**src/rtl/dma_pg_pkg.sv**
```systemverilog
package dma_pg_pkg;

  // Slot offset of each channel's page register; a decoder outside this
  // block places the registers at these offsets, so the order is fixed.
  function automatic logic [3:0] chan_slot(input int ch);
    case (ch)
      0:       chan_slot = 4'h7;
      1:       chan_slot = 4'h3;
      2:       chan_slot = 4'h1;
      3:       chan_slot = 4'h2;
      4:       chan_slot = 4'hF;
      5:       chan_slot = 4'hB;
      6:       chan_slot = 4'h9;
      7:       chan_slot = 4'hA;
      default: chan_slot = 4'h0;
    endcase
  endfunction

endpackage

```
**src/rtl/dma_pg_regfile.sv**
```systemverilog
module dma_pg_regfile
  import dma_pg_pkg::*;
#(
  parameter int NUM_CH = 8,
  parameter int PAGE_W = 8,
  parameter int SLOT_W = 4,
  localparam int CH_W = $clog2(NUM_CH)
) (
  input  logic              clk,
  input  logic              rst,
  input  logic              wr_en,
  input  logic [SLOT_W-1:0] wr_slot,
  input  logic [PAGE_W-1:0] wr_data,
  input  logic [CH_W-1:0]   rd_chan,
  output logic [PAGE_W-1:0] rd_page
);

  logic [PAGE_W-1:0] page_bank [NUM_CH];

  for (genvar g = 0; g < NUM_CH; g++) begin : g_page
    localparam logic [SLOT_W-1:0] MY_SLOT = SLOT_W'(chan_slot(g));
    logic [PAGE_W-1:0] page_q;

    always_ff @(posedge clk) begin
      if (rst) begin
        page_q <= '0;
      end else if (wr_en && (wr_slot == MY_SLOT)) begin
        page_q <= wr_data;
      end
    end

    assign page_bank[g] = page_q;
  end

  assign rd_page = page_bank[rd_chan];

endmodule

```
**src/rtl/dma_pg_addr_path.sv**
```systemverilog
module dma_pg_addr_path #(
  parameter int NUM_CH     = 8,
  parameter int PAGE_W     = 8,
  parameter int ADDR_W     = 16,
  parameter int CASCADE_CH = 4,
  localparam int CH_W   = $clog2(NUM_CH),
  localparam int PHYS_W = PAGE_W + ADDR_W
) (
  input  logic              clk,
  input  logic              rst,
  input  logic              in_valid,
  input  logic [CH_W-1:0]   in_chan,
  input  logic [ADDR_W-1:0] in_addr,
  input  logic [PAGE_W-1:0] in_page,
  output logic              out_valid,
  output logic [PHYS_W-1:0] out_addr,
  output logic              out_word
);

  localparam logic [CH_W-1:0] FIRST_WORD_CH = CH_W'(NUM_CH / 2);
  localparam logic [CH_W-1:0] LINK_CH       = CH_W'(CASCADE_CH);

  logic              is_word;
  logic              issue;
  logic [PHYS_W-1:0] byte_form;
  logic [PHYS_W-1:0] word_form;

  assign is_word   = (in_chan >= FIRST_WORD_CH);
  assign issue     = in_valid && (in_chan != LINK_CH);
  // The controller address is used as-is; its carry never reaches the page.
  assign byte_form = {in_page, in_addr};
  assign word_form = {in_page[PAGE_W-1:1], in_addr, 1'b0};

  always_ff @(posedge clk) begin
    if (rst) begin
      out_valid <= 1'b0;
      out_addr  <= '0;
      out_word  <= 1'b0;
    end else begin
      out_valid <= issue;
      if (issue) begin
        out_addr <= is_word ? word_form : byte_form;
        out_word <= is_word;
      end
    end
  end

endmodule

```
**src/rtl/dma_pg_req_check.sv**
```systemverilog
module dma_pg_req_check #(
  parameter int NUM_CH     = 8,
  parameter int PAGE_W     = 8,
  parameter int ADDR_W     = 16,
  parameter int CASCADE_CH = 4,
  localparam int CH_W   = $clog2(NUM_CH),
  localparam int PHYS_W = PAGE_W + ADDR_W,
  localparam int LEN_W  = ADDR_W + 2
) (
  input  logic              clk,
  input  logic              rst,
  input  logic              in_valid,
  input  logic [CH_W-1:0]   in_chan,
  input  logic [PHYS_W-1:0] in_start,
  input  logic [LEN_W-1:0]  in_len,
  output logic              out_done,
  output logic              out_err,
  output logic [PAGE_W-1:0] out_page,
  output logic [ADDR_W-1:0] out_addr,
  output logic [ADDR_W-1:0] out_cnt
);

  localparam logic [CH_W-1:0]   FIRST_WORD_CH = CH_W'(NUM_CH / 2);
  localparam logic [CH_W-1:0]   LINK_CH       = CH_W'(CASCADE_CH);
  localparam logic [LEN_W-1:0]  BYTE_MAX      = LEN_W'(1) << ADDR_W;
  localparam logic [LEN_W-1:0]  WORD_MAX      = LEN_W'(1) << (ADDR_W + 1);
  localparam logic [PHYS_W:0]   ONE_P         = (PHYS_W + 1)'(1);
  localparam logic [ADDR_W-1:0] ONE_A         = ADDR_W'(1);

  logic              is_word;
  logic [PHYS_W:0]   last_byte;
  logic              cross_b;
  logic              cross_w;
  logic              bad_b;
  logic              bad_w;
  logic              bad;
  logic [ADDR_W-1:0] addr_sel;
  logic [ADDR_W-1:0] cnt_sel;

  assign is_word   = (in_chan >= FIRST_WORD_CH);
  // One extra bit so that a window running past the top is seen as a crossing.
  assign last_byte = {1'b0, in_start} + (PHYS_W + 1)'(in_len) - ONE_P;
  assign cross_b   = {1'b0, in_start[PHYS_W-1:ADDR_W]}   != last_byte[PHYS_W:ADDR_W];
  assign cross_w   = {1'b0, in_start[PHYS_W-1:ADDR_W+1]} != last_byte[PHYS_W:ADDR_W+1];

  assign bad_b = (in_len > BYTE_MAX) || cross_b;
  assign bad_w = in_len[0] || in_start[0] || (in_len > WORD_MAX) || cross_w;
  assign bad   = (in_len == '0) || (in_chan == LINK_CH) || (is_word ? bad_w : bad_b);

  assign addr_sel = is_word ? in_start[ADDR_W:1] : in_start[ADDR_W-1:0];
  assign cnt_sel  = is_word ? (in_len[ADDR_W:1] - ONE_A) : (in_len[ADDR_W-1:0] - ONE_A);

  always_ff @(posedge clk) begin
    if (rst) begin
      out_done <= 1'b0;
      out_err  <= 1'b0;
      out_page <= '0;
      out_addr <= '0;
      out_cnt  <= '0;
    end else begin
      out_done <= in_valid;
      if (in_valid) begin
        out_err <= bad;
        if (bad) begin
          out_page <= '0;
          out_addr <= '0;
          out_cnt  <= '0;
        end else begin
          out_page <= in_start[PHYS_W-1:ADDR_W];
          out_addr <= addr_sel;
          out_cnt  <= cnt_sel;
        end
      end
    end
  end

endmodule

```
**src/rtl/dma_page_addr_gen.sv**
```systemverilog
module dma_page_addr_gen #(
  parameter int NUM_CH     = 8,
  parameter int PAGE_W     = 8,
  parameter int ADDR_W     = 16,
  parameter int SLOT_W     = 4,
  parameter int CASCADE_CH = 4,
  localparam int CH_W   = $clog2(NUM_CH),
  localparam int PHYS_W = PAGE_W + ADDR_W,
  localparam int LEN_W  = ADDR_W + 2
) (
  input  logic              clk,
  input  logic              rst,
  input  logic              pg_wr_en,
  input  logic [SLOT_W-1:0] pg_wr_slot,
  input  logic [PAGE_W-1:0] pg_wr_data,
  input  logic              xfer_valid,
  input  logic [CH_W-1:0]   xfer_chan,
  input  logic [ADDR_W-1:0] xfer_addr,
  output logic              phys_valid,
  output logic [PHYS_W-1:0] phys_addr,
  output logic              phys_is_word,
  input  logic              req_valid,
  input  logic [CH_W-1:0]   req_chan,
  input  logic [PHYS_W-1:0] req_start,
  input  logic [LEN_W-1:0]  req_len,
  output logic              req_done,
  output logic              req_err,
  output logic [PAGE_W-1:0] prog_page,
  output logic [ADDR_W-1:0] prog_addr,
  output logic [ADDR_W-1:0] prog_cnt
);

  logic [PAGE_W-1:0] cur_page;

  dma_pg_regfile #(
    .NUM_CH (NUM_CH),
    .PAGE_W (PAGE_W),
    .SLOT_W (SLOT_W)
  ) u_regs (
    .clk     (clk),
    .rst     (rst),
    .wr_en   (pg_wr_en),
    .wr_slot (pg_wr_slot),
    .wr_data (pg_wr_data),
    .rd_chan (xfer_chan),
    .rd_page (cur_page)
  );

  dma_pg_addr_path #(
    .NUM_CH     (NUM_CH),
    .PAGE_W     (PAGE_W),
    .ADDR_W     (ADDR_W),
    .CASCADE_CH (CASCADE_CH)
  ) u_addr (
    .clk       (clk),
    .rst       (rst),
    .in_valid  (xfer_valid),
    .in_chan   (xfer_chan),
    .in_addr   (xfer_addr),
    .in_page   (cur_page),
    .out_valid (phys_valid),
    .out_addr  (phys_addr),
    .out_word  (phys_is_word)
  );

  dma_pg_req_check #(
    .NUM_CH     (NUM_CH),
    .PAGE_W     (PAGE_W),
    .ADDR_W     (ADDR_W),
    .CASCADE_CH (CASCADE_CH)
  ) u_check (
    .clk      (clk),
    .rst      (rst),
    .in_valid (req_valid),
    .in_chan  (req_chan),
    .in_start (req_start),
    .in_len   (req_len),
    .out_done (req_done),
    .out_err  (req_err),
    .out_page (prog_page),
    .out_addr (prog_addr),
    .out_cnt  (prog_cnt)
  );

endmodule

```
**config.mk**
```make
export PLATFORM = sky130hd
export DESIGN_NAME = dma_page_addr_gen
export DESIGN_NICKNAME = d
export VERILOG_FILES = /design/src/rtl/dma_pg_pkg.sv /design/src/rtl/dma_pg_regfile.sv /design/src/rtl/dma_pg_addr_path.sv /design/src/rtl/dma_pg_req_check.sv /design/src/rtl/dma_page_addr_gen.sv
export SDC_FILE = /design/constraint.sdc
export NUM_CORES = 1
export LEC_CHECK = 0
export BUFFER_PORTS_ARGS = -buffer_cell sky130_fd_sc_hd__buf_4
export CAP_MARGIN = 15
export CORE_MARGIN = 5
export CORE_UTILIZATION = 46
export DETAILED_ROUTE_END_ITERATION = 8
export PLACE_DENSITY_LB_ADDON = 0.2
export RECOVER_POWER = 25
export SKIP_LAST_GASP = 1
export SLEW_MARGIN = 40
export SYNTH_ARGS = -nofsm -noshare
export SYNTH_HDL_FRONTEND = slang
export SYNTH_SLANG_ARGS = --single-unit
```
**constraint.sdc**
```tcl
create_clock -name clk -period 5.1 [get_ports clk]
set_input_delay 1.02 -clock clk [delete_from_list [all_inputs] [get_ports clk]]
set_output_delay 1.02 -clock clk [all_outputs]
set_load 0.03 [all_outputs]
```
==> Flow_metrics.wiki, run 1 <==
{| class="wikitable"
! Metric !! Value
|-
| Setup total negative slack || 0 ns
|-
| Vias per cell || 5.46
|-
| R2R cell count || 3
|-
| CP startpoint kind || input pin
|-
| Final Cycle Share || 0.734
|-
| Cells after Synth || 876
|-
| Count of clock tree sinks || 124
|-
| Drt total wl || 21000 um
|-
| Critical setup path kind || input pin to flip-flop
|-
| Min-Delay Startpoint || u_check.out_cnt[9]
|-
| Average routed wire per standard cell || 17.2 um
|-
| Hold Fails Final Rpt || 0
|-
| TritonCTS buffer count || 17
|-
| Register clock-pin slew on the reported worst setup and hold paths || 0.06 ns
|-
| Total power per unit cell area || 292 mW/mm2
|-
| Master of the slowest instance on the critical path || ha_1
|-
| Root buffer cell || clkbuf_16
|-
| Total vias in the final route || 6652
|-
| Relative max-transition margin || -0.501
|-
| Number of H-tree levels || 4
|-
| Post-cts repair resize count || 0
|-
| Inserted Diodes || 0
|-
| Clock period minus final worst setup slack || 3.74 ns
|-
| Delay contributed by the slowest stage of the critical path || 0.42 ns
|-
| Chip Height || 140 um
|-
| Critical register-to-register path startpoint || u_regs.g_page[7].page_q[6]
|-
| Skew final || 0.00818 ns
|-
| Critical path buffers and inverters || 4
|-
| Maximum number of pins on one net before global-route repair || 86
|-
| Worst-Margin Slew || 2.25 ns
|-
| Floorplan die width || 140 um
|-
| Worst-case hold path end point || u_check.out_cnt[9]
|-
| Proportion of layout cells with a drive suffix above 1 || 0.235
|-
| Result of the run || finished, violations left
|-
| Number of synthesized flops with an enable pin || 0
|-
| Share of synthesized registers carrying an async set or reset || 0
|-
| Via count of the first global-routing pass || 6397
|-
| Area added between synthesis and finish || 22.3%
|-
| Post-place setup slack || 0.962 ns
|-
| Post-synthesis instance area || 0.00772 mm2
|-
| Hold_buf cts || 0
|-
| Post-route DRC || 0
|-
| Most used flip-flop cell after synthesis || dfxtp_1
|-
| Number of DRC markers after the initial detailed-route iteration || 420
|-
| Total Nets Final || 1107
|-
| Data required time of the worst path || 5.41 ns
|-
| Row count || 47
|-
| Max frequency || 0.267 GHz
|-
| Global-route wire length before repair || 33400 um
|-
| Number of routed nets with antenna violations || 0
|-
| Die Area || 0.0195 mm2
|-
| Final critical-path setup slack || 1.36 ns
|-
| Met3 track demand over resource || 0.0515
|-
| Arr. time, crit path || 4.06 ns
|-
| Initial standard-cell utilization of the core || 0.467
|-
| Path type of the worst min-delay path || flip-flop to flip-flop
|-
| Syn nets || 997
|-
| Number of iterations in the first detailed-routing pass || 4
|-
| Max-slew violation count || 35
|-
| Final standard cell utilization of the core || 0.572
|-
| Setup repair after global routing missed its margin || false
|-
| Fraction of met2 tracks used by global routing || 0.336
|-
| Violations in the final reports || max-capacitance violations, max-slew violations
|-
| I/O pin count || 149
|-
| Worst-case hold slack || 0.452 ns
|-
| Total power of the final layout || 2.76 mW
|-
| Cell type group with the largest total delay on the critical path || compound AO/OA/AOI/OAI gates
|-
| Total global-route track usage || 0.210
|-
| Final weighted congestion of routability-driven global placement || 0.860
|-
| Clock tree buffer depth || 2
|-
| Kind of capture point of the worst setup path || flip-flop
|-
| Worst IR Drop VDD || 223 uV
|-
| Antenna violations before repair || 0
|-
| Static Leakage || 4.22 nW
|-
| Sequence of cells on the critical path || buf_4 > inv_1 > ha_1 > inv_1 > ha_1 > a21oi_2 > o21bai_2 > mux2i_1 > a2111oi_1 > nand4_1 > nor4b_2 > nand3_2 > buf_4 > o41ai_1
|-
| Avg Inst Size Synth || 8.82 um2
|-
| Highest net fanout along the worst path || 27
|-
| DP Wirelength || 15200 um
|-
| Met1 Usage GRT || 0.291
|-
| Count of different cell masters after synthesis || 69
|-
| Count of buffers inserted at the top-level ports || 148
|-
| Proportion of synthesized chip area in sequential cells || 0.321
|-
| Yosys Warn Count || 0
|-
| End of the worst register-to-register path || u_addr.out_addr[22]
|-
| Core Box Area || 0.0165 mm2
|-
| Number of instances on the worst hold path || 2
|-
| Residual overflow from global routing || 0
|-
| Max-cap viol count || 1
|-
| Clock latency at the later pin of the worst-skew pair || 0.42 ns
|-
| Setup-violating endpoint count in the final report || 0
|-
| CTS tree || yes
|-
| GRT busiest layer || met2
|-
| Setup slack of the most critical reg-to-reg path || 3.78 ns
|-
| Stages on the worst setup path || 14
|-
| Synthesized flop and latch total || 124
|-
| Post-CTS setup repair buffer count || 0
|}
[sequential cells by signal (all words and copies together) (netlist names)]
| register | count |
|---|---|
| u_addr.out_addr | 24 |
| u_addr.out_valid | 1 |
| u_addr.out_word | 1 |
| u_check.out_addr | 16 |
| u_check.out_cnt | 16 |
| u_check.out_done | 1 |
| u_check.out_err | 1 |
| u_check.out_page | 8 |
| u_regs.g_page.page_q | 56 |
[worst min-delay path: stages, from the launching register on]
cell,delay (ns)
dfxtp_1,0.32
nand2_1,0.05
o31ai_1,0.05
[placed cells by master (no fill, tap or decap), drive strengths merged, types with 32 or more instances in the layout]
cell,instances
buf,139
dfxtp,124
nor2,114
mux2i,99
inv,83
nand2,75
ha,40
clkbuf,37
a21oi,32
[cells in the mapped netlist (6+ instances only)]
cell type / count / area [um2]
xnor2_1: 11 / 96.3
a211oi_1: 30 / 225
a21oi_1: 31 / 155
inv_1: 76 / 285
mux4_2: 11 / 248
nand4_1: 9 / 56.3
nor2_1: 113 / 424
nor3_1: 9 / 45.0
o31ai_1: 10 / 75.1
dfxtp_1: 124 / 2480
buf_1: 6 / 22.5
a21o_1: 12 / 90.1
o21ai_0: 17 / 85.1
o211ai_1: 10 / 75.1
o21a_1: 6 / 45.0
nand3_1: 10 / 50.1
clkbuf_1: 46 / 173
mux2i_1: 99 / 991
buf_4: 6 / 45.0
buf_2: 6 / 30.0
ha_1: 40 / 500
nand2_1: 75 / 282
o41ai_2: 28 / 455
[report_power, final]
group | total [mW] | switching, mW | internal, mW | leakage, nW
clock network | 1.21 | 0.480 | 0.730 | 0.284
registers | 1.00 | 0.0108 | 0.991 | 1.01
logic | 0.551 | 0.337 | 0.215 | 2.93
[kinds of logic (layout without fill, tap and decap cells)]
family / Yosys count / after routing / synth area share
xor+xnor: 17 / 17 / 0.0202
fa+ha+maj: 40 / 40 / 0.0648
flops: 124 / 124 / 0.321
mux: 112 / 112 / 0.163
simple gates: 261 / 261 / 0.160
buf+inv: 144 / 267 / 0.0768
compound gates: 178 / 178 / 0.194
[layer usage]
| metal | wire, um | vias to the layer above |
|---|---|---|
| li1 | - | 3349 |
| met1 | 9830 | 3100 |
| met2 | 9680 | 189 |
| met3 | 1250 | 14 |
| met4 | 239 | 0 |
| met5 | 0 | - |
[worst max path at each step]
stage | from | end | slack (ns)
floorplan | req_chan[2] | u_check.out_cnt[14] | 0.72
global placement | req_len[17] | u_check.out_addr[15] | 0.97
detailed placement | req_len[17] | u_check.out_addr[15] | 0.96
CTS | req_len[17] | u_check.out_addr[15] | 1.37
global route | req_len[17] | u_check.out_addr[15] | 1.06
finish | req_len[17] | u_check.out_addr[15] | 1.36
[through the flow]
step                      cell area (um2)  std cells
after floorplan                      7720        876
after detailed placement             8940       1187
after CTS                            9520       1219
after global placement               8900       1185
after global routing                 9450       1219
final                                9450       1219
[layout make-up]
| class | instances | area, um2 |
|---|---|---|
| Sequential cell | 124 | 2480 |
| Clock buffer | 18 | 429 |
| Timing Repair Buffer | 158 | 1150 |
| Clock inverter | 14 | 158 |
| Tap cell | 220 | 275 |
| Fill cell | 1552 | 7080 |
| Inverter | 77 | 289 |
| Multi-Input combinational cell | 608 | 4670 |
No activity file was read; power rests on OpenSTA's default activity.
==> inputs of run 2 (changes only) <==
--- a/config.mk
+++ b/config.mk
@@ -5,6 +5,7 @@
 export SDC_FILE = /design/constraint.sdc
 export NUM_CORES = 1
 export LEC_CHECK = 0
+export ABC_AREA = 1
 export BUFFER_PORTS_ARGS = -buffer_cell sky130_fd_sc_hd__buf_4
 export CAP_MARGIN = 15
 export CORE_MARGIN = 5
==> constraint.sdc (replaced) <==
create_clock -name clk -period 3.2 [get_ports clk]
set_input_delay 0.64 -clock clk [delete_from_list [all_inputs] [get_ports clk]]
set_output_delay 0.64 -clock clk [all_outputs]
set_load 0.03 [all_outputs]
==> Flow_metrics.wiki, run 2 <==
{| class="wikitable"
! Metric !! Value
|-
| Chip Height || 140 um (about the same)
|-
| TritonCTS buffer count || 17 (unchanged)
|-
| Largest regs || u_regs.g_page.page_q: 56 flops, u_addr.out_addr: 24 flops
|-
| Master of the slowest instance on the critical path || ha_1
|-
| Max reg flops || 56 (unchanged)
|-
| Max-cap viol count || 0 (-1)
|-
| Most used flip-flop cell after synthesis || dfxtp_1
|-
| DP Wirelength || 17600 um (+15%)
|-
| Row count || 47 (unchanged)
|-
| Floorplan die width || 140 um (about the same)
|-
| Count of buffers inserted at the top-level ports || 148 (unchanged)
|-
| Inserted Diodes || 0 (unchanged)
|-
| Residual overflow from global routing || 0 (unchanged)
|-
| Synthesized flop and latch total || 124 (unchanged)
|-
| Total vias in the final route || 8095 (+22%)
|-
| Total global-route track usage || 0.235 (+0.0245)
|-
| Post-CTS setup repair buffer count || 0 (unchanged)
|-
| Final weighted congestion of routability-driven global placement || 0.967 (+12%)
|-
| Average routed wire per standard cell || 14.5 um (-16%)
|-
| Global-route wire length before repair || 38200 um (+14%)
|-
| Skew final || 0.00597 ns (-0.00221 ns)
|-
| Area added between synthesis and finish || 22.8%
|-
| Cell with the most instances after synthesis || nand2_1
|-
| Drt total wl || 23000 um (+9.4%)
|-
| Kind of capture point of the worst setup path || flip-flop
|-
| Post-cts repair resize count || 0 (unchanged)
|-
| Static Leakage || 4.56 nW (+7.9%)
|-
| Clock period minus final worst setup slack || 2.84 ns
|-
| Result of the run || completed
|-
| Most frequent cells in the layout || nand2_1 (274), nor2_1 (200), inv_1 (166)
|-
| Setup repair after global routing missed its margin || false
|-
| Fill count || 1679 (+8.2%)
|-
| Total power of the final layout || 4.62 mW (+67%)
|-
| Syn nets || 1343 (+35%)
|-
| Number of synthesized flops with an enable pin || 0 (unchanged)
|-
| I/O pin count || 149 (unchanged)
|-
| Cell area after layout || 0.00948 mm2 (+0.30%)
|-
| CTS tree || yes
|-
| Worst-case hold slack || 0.455 ns (+0.00371 ns)
|-
| Root buffer cell || clkbuf_16
|-
| Multi-input gate area in the final layout || 0.00436 mm2 (-6.5%)
|-
| Proportion of layout cells with a drive suffix above 1 || 0.132 (-0.103)
|-
| Worst-Margin Slew || 0.671 ns (-1.58 ns)
|-
| Avg Inst Size Synth || 6.31 um2 (-28%)
|-
| Clock latency at the later pin of the worst-skew pair || 0.41 ns (about the same)
|-
| Count of clock tree sinks || 124 (unchanged)
|-
| Number of iterations in the first detailed-routing pass || 6 (+2)
|-
| Number of routed nets with antenna violations || 0 (unchanged)
|-
| Final standard cell utilization of the core || 0.573 (+0.00174)
|-
| Antenna violations before repair || 0 (unchanged)
|-
| Data required time of the worst path || 3.54 ns (-1.87 ns)
|-
| Post-route DRC || 0 (unchanged)
|-
| Final Cycle Share || 0.888
|-
| Cells after Synth || 1222 (+39%)
|-
| Post-detailed-placement cell area || 0.00902 mm2 (+0.88%)
|-
| Register clock-pin slew on the reported worst setup and hold paths || 0.06 ns (about the same)
|-
| Yosys Warn Count || 0 (unchanged)
|-
| Total power per unit cell area || 488 mW/mm2 (+67%)
|-
| Clock tree buffer depth || 2 (unchanged)
|-
| Max frequency || 0.352 GHz
|-
| Setup total negative slack || 0 ns (unchanged)
|-
| Register name with the most flops || u_regs.g_page.page_q
|-
| Most common cell after layout, fill and taps aside || nand2_1
|-
| Number of H-tree levels || 4 (unchanged)
|-
| Largest area contributor in the netlist || dfxtp_1
|-
| Core Box Area || 0.0165 mm2 (unchanged)
|-
| Cells taking the most area after synthesis || dfxtp_1 (32%), nand2_1 (13%), nor2_1 (9.8%), inv_1 (8.1%), o21ai_0 (7.7%)
|-
| Post-synthesis instance area || 0.00771 mm2 (-0.11%)
|-
| Delay contributed by the slowest stage of the critical path || 0.33 ns (-0.09 ns)
|-
| Via count of the first global-routing pass || 7688 (+20%)
|-
| Critical setup path kind || input pin to flip-flop
|-
| Max-slew violation count || 0 (-100%)
|-
| Vias per cell || 5.10 (-6.5%)
|-
| Sequence of cells on the critical path || buf_4 > inv_1 > ha_1 > inv_1 > ha_1 > a21oi_1 > nand2_1 > a21oi_1 > nand4_1 > nand3_1 > nand3_1 > nor3_2 > nand3_2 > nand2_2 > nand2_4 > nor2_1
|-
| Proportion of synthesized chip area in sequential cells || 0.322 (+0.000365)
|-
| Post-place setup slack || -0.0630 ns (-1.02 ns)
|-
| Setup-violating endpoint count in the final report || 0 (unchanged)
|-
| CP startpoint kind || input pin
|-
| Highest net fanout along the worst path || 16 (-41%)
|-
| Hold Fails Final Rpt || 0 (unchanged)
|-
| Initial standard-cell utilization of the core || 0.467 (-0.000530)
|-
| Sequential Area || 0.00248 mm2 (unchanged)
|-
| Count of non-filler cells in the finished layout || 1586 (+30%)
|-
| Final critical-path setup slack || 0.359 ns (-0.997 ns)
|-
| Maximum number of pins on one net before global-route repair || 61 (-29%)
|-
| Hold_buf cts || 0 (unchanged)
|-
| Count of different cell masters after synthesis || 41 (-41%)
|-
| Number of DRC markers after the initial detailed-route iteration || 746 (+78%)
|-
| Total Nets Final || 1474 (+33%)
|-
| Number of placed instances, taps included || 1554 (+31%)
|-
| Arr. time, crit path || 3.18 ns (-0.88 ns)
|-
| Portion of synthesized cell area occupied by the leading cell type || 0.322 (+0.000365)
|-
| Share of synthesized registers carrying an async set or reset || 0 (unchanged)
|-
| Path type of the worst min-delay path || flip-flop to flip-flop
|-
| Die Area || 0.0195 mm2 (-0.11%)
|-
| Relative max-transition margin || 0.552 (+1.05)
|-
| Worst IR Drop VDD || 384 uV (+72%)
|-
| Cell types with the highest counts after synthesis || nand2_1 (274), nor2_1 (201), inv_1 (166)
|}
-- run 2: final timing paths --
| kind | to | start | cells after the start | slack (ns) |
|---|---|---|---|---|
| worst max-delay path | u_check.out_page[0] | req_len[17] | 16 | 0.36 |
| worst min-delay path | u_regs.g_page[0].page_q[2] | u_regs.g_page[0].page_q[2] | 2 | 0.46 |
| worst max register to register | u_addr.out_addr[16] | u_regs.g_page[3].page_q[0] | 4 | 2.11 |
| worst min register to register | u_regs.g_page[0].page_q[2] | u_regs.g_page[0].page_q[2] | 2 | 0.46 |
-- run 2: area by class of cell --
type | instances | area share
tap | 220 | 0.0290
clock buffer | 19 | 0.0478
inverter | 170 | 0.0673
multi-input combinational | 874 | 0.461
sequential | 124 | 0.262
timing repair buffer | 166 | 0.115
clock inverter | 13 | 0.0187
-- run 2: report_power, final --
part	total [mW]	switching, mW	internal [mW]
Clock	2.03	0.743	1.29
Sequential	1.61	0.0235	1.59
Combinational	0.975	0.637	0.339
Total	4.62	1.40	3.22
-- run 2: cell families after synthesis --
logic type	Yosys count	synth area share
AOI/OAI and AO/OA	244	0.171
xor gates and xnor gates	11	0.0125
adders and majority gates	40	0.0649
buffers and inverters	224	0.113
DFF	124	0.322
muxes	1	0.00130
and+or+nand+nor	578	0.316
-- run 2: metal layers --
layer / vias to the layer above / wire length, um / global-route usage
met5: - / 0 / 0
li1: 4166 / - / -
met1: 3590 / 11100 / 0.340
met3: 34 / 1890 / 0.0515
met4: 0 / 412 / 0.0690
met2: 305 / 9550 / 0.351
-- run 2: critical path, delay by kind of cell --
kind / cells / cell delay, ns
simple gates: 9 / 1.23
fa+ha+maj: 2 / 0.60
compound gates: 2 / 0.51
buf+inv: 3 / 0.19
==> inputs of run 3 (changes only) <==
--- a/config.mk
+++ b/config.mk
@@ -11,7 +11,7 @@
 export CORE_MARGIN = 5
 export CORE_UTILIZATION = 46
 export DETAILED_ROUTE_END_ITERATION = 8
-export PLACE_DENSITY_LB_ADDON = 0.2
+export PLACE_DENSITY_LB_ADDON = 0.12
 export RECOVER_POWER = 25
 export SKIP_LAST_GASP = 1
 export SLEW_MARGIN = 40
==> Flow_metrics.wiki, run 3 (synthesis gave the netlist of run 2 again) <==
{| class="wikitable"
! Metric !! Value
|-
| Result of the run || completed
|-
| Initial standard-cell utilization of the core || 0.467 (unchanged)
|-
| Post-CTS setup repair buffer count || 0 (unchanged)
|-
| Static Leakage || 4.55 nW (about the same)
|-
| Core Box Area || 0.0165 mm2 (unchanged)
|-
| Final weighted congestion of routability-driven global placement || 0.959 (-0.90%)
|-
| Relative max-transition margin || 0.287 (-0.265)
|-
| Antenna violations before repair || 0 (unchanged)
|-
| Root buffer cell || clkbuf_16
|-
| Number of DRC markers after the initial detailed-route iteration || 482 (-35%)
|-
| Fill count || 1728 (+2.9%)
|-
| Largest regs || u_regs.g_page.page_q: 56 flops, u_addr.out_addr: 24 flops
|-
| Vias per cell || 5.04 (-1.2%)
|-
| Multi-input gate area in the final layout || 0.00436 mm2 (about the same)
|-
| Register name with the most flops || u_regs.g_page.page_q
|-
| Average routed wire per standard cell || 14.6 um (+1.1%)
|-
| Total vias in the final route || 7986 (-1.3%)
|-
| Inserted Diodes || 0 (unchanged)
|-
| Proportion of layout cells with a drive suffix above 1 || 0.129 (-0.00274)
|-
| Count of non-filler cells in the finished layout || 1584 (-0.13%)
|-
| M1 wire length || 11300 um (+1.8%)
|-
| Worst-Margin Slew || 1.07 ns (+0.398 ns)
|-
| Setup-violating endpoint count in the final report || 0 (unchanged)
|-
| Total power per unit cell area || 482 mW/mm2 (-1.3%)
|-
| Floorplan die width || 140 um (unchanged)
|-
| End of the worst register-to-register path || u_addr.out_addr[18]
|-
| Post-place setup slack || -0.0416 ns (+0.0214 ns)
|-
| DP Wirelength || 17600 um (about the same)
|-
| Sequential Area || 0.00248 mm2 (unchanged)
|-
| Post-detailed-placement cell area || 0.00902 mm2 (unchanged)
|-
| Max reg flops || 56 (unchanged)
|-
| Top layer reached by signal wires || met4
|-
| Area added between synthesis and finish || 22.4%
|-
| TritonCTS buffer count || 17 (unchanged)
|-
| Hold Fails Final Rpt || 0 (unchanged)
|-
| Met3 layer wire length in the routed design || 1680 um (-11%)
|-
| Final Cycle Share || 0.898 (+0.0103)
|-
| Critical register-to-register path startpoint || u_regs.g_page[6].page_q[2]
|-
| Highest net fanout along the worst path || 23 (+7)
|-
| Path type of the worst min-delay path || flip-flop to flip-flop
|-
| Number of instances on the worst hold path || 2 (unchanged)
|-
| Maximum number of pins on one net before global-route repair || 65 (+6.6%)
|-
| Total global-route track usage || 0.236 (+0.000935)
|-
| Most frequent cells in the layout || nand2_1 (274), nor2_1 (201), inv_1 (166)
|-
| CTS tree || yes
|-
| R2R cell count || 6 (+2)
|-
| Kind of capture point of the worst setup path || flip-flop
|-
| Count of buffers inserted at the top-level ports || 148 (unchanged)
|-
| Number of routed nets with antenna violations || 0 (unchanged)
|-
| Setup repair after global routing missed its margin || false
|-
| Max-slew violation count || 0 (unchanged)
|-
| Critical setup path kind || input pin to flip-flop
|-
| Drt total wl || 23200 um (+1.0%)
|-
| Cell area after layout || 0.00944 mm2 (-0.36%)
|-
| Register clock-pin slew on the reported worst setup and hold paths || 0.05 ns (about the same)
|-
| Via count of the first global-routing pass || 7554 (-1.7%)
|-
| Global-route wire length before repair || 37700 um (-1.4%)
|-
| Number of iterations in the first detailed-routing pass || 5 (-1)
|-
| Most common cell after layout, fill and taps aside || nand2_1
|-
| Chip Height || 140 um (unchanged)
|-
| Number of placed instances, taps included || 1554 (unchanged)
|-
| Total Nets Final || 1474 (unchanged)
|-
| Clock period minus final worst setup slack || 2.87 ns (+0.0331 ns)
|-
| Clock latency at the later pin of the worst-skew pair || 0.41 ns (about the same)
|-
| Residual overflow from global routing || 0 (unchanged)
|-
| Max-cap viol count || 0 (unchanged)
|-
| Arr. time, crit path || 3.20 ns (+0.02 ns)
|-
| Min-Delay Startpoint || u_regs.g_page[0].page_q[0]
|-
| Setup total negative slack || 0 ns (unchanged)
|-
| Worst-case hold path end point || u_regs.g_page[0].page_q[0]
|-
| Max frequency || 0.348 GHz (-1.2%)
|-
| I/O pin count || 149 (unchanged)
|-
| Clock tree buffer depth || 2 (unchanged)
|-
| Final critical-path setup slack || 0.326 ns (-0.0331 ns)
|-
| Post-route DRC || 0 (unchanged)
|-
| Worst IR Drop VDD || 348 uV (-9.5%)
|-
| Number of H-tree levels || 4 (unchanged)
|-
| Data required time of the worst path || 3.53 ns (about the same)
|-
| Setup slack of the most critical reg-to-reg path || 2.16 ns (+0.05 ns)
|-
| CP startpoint kind || input pin
|-
| Skew final || 0.00641 ns (+0.000437 ns)
|-
| Count of clock tree sinks || 124 (unchanged)
|-
| Wire length on met2 || 9820 um (+2.9%)
|-
| Post-cts repair resize count || 0 (unchanged)
|-
| Hold_buf cts || 0 (unchanged)
|-
| Row count || 47 (unchanged)
|-
| Die Area || 0.0195 mm2 (unchanged)
|}
[run 3: cell count changes in the layout (fill, tap and decap cells not counted), moves of 2 or more]
cell | before | now
clkbuf_2 | 0 | 2
clkbuf_8 | 2 | 4
inv_6 | 6 | 0
clkinv_2 | 0 | 3
[run 3: worst max-delay path: stages]
cell and delay [ns]:
buf_4 0.10, inv_1 0.06, ha_1 0.28, inv_1 0.04, ha_1 0.33, a21oi_1 0.22
nand2_1 0.11, or2_1 0.22, nand2_1 0.09, nand2_1 0.05, nand2_1 0.07, nand2_1 0.06
nand2_1 0.12, nand2_1 0.07, nor2_1 0.09, nand3_1 0.12, nor2_4 0.12, buf_12 0.16
nand3_1 0.09, a21oi_1 0.15
[run 3: through the flow]
stage	hold slack (ns)	total power, mW	util
floorplan	0.423	2.30	-
global placement	0.435	2.63	0.546
detailed placement	0.440	2.63	0.546
CTS	0.449	4.60	0.582
global route	0.473	4.78	0.571
finish	0.447	4.55	0.571
[run 3: final cells by class]
cell class | count | area share
repair buffers | 166 | 0.115
multi-input cells | 874 | 0.462
clock buffers | 23 | 0.0517
clock inverters | 7 | 0.0119
flip-flops and latches | 124 | 0.263
inverters | 170 | 0.0676
well taps | 220 | 0.0292
[run 3: worst max path at each step]
stage | startpoint | to | slack [ns]
final | req_start[17] | u_check.out_addr[3] | 0.33
after global routing | req_start[17] | u_check.out_addr[3] | 0.03
after detailed placement | req_start[17] | u_check.out_addr[3] | -0.04
after CTS | req_start[17] | u_check.out_addr[3] | 0.38
after global placement | req_start[17] | u_check.out_addr[14] | -0.02
after floorplan | req_start[17] | u_check.out_cnt[10] | 0.36
[run 3: routing by layer]
metal | up-vias | global-route usage
met4 | 0 | 0.0700
met3 | 27 | 0.0617
met5 | - | 0
li1 | 4162 | -
met1 | 3545 | 0.329
met2 | 252 | 0.359
[run 3: power by group]
part / leakage [nW] / internal [mW] / switching [mW]
logic: 3.25 / 0.337 / 0.633
clock network: 0.295 / 1.29 / 0.668
registers: 1.01 / 1.59 / 0.0234
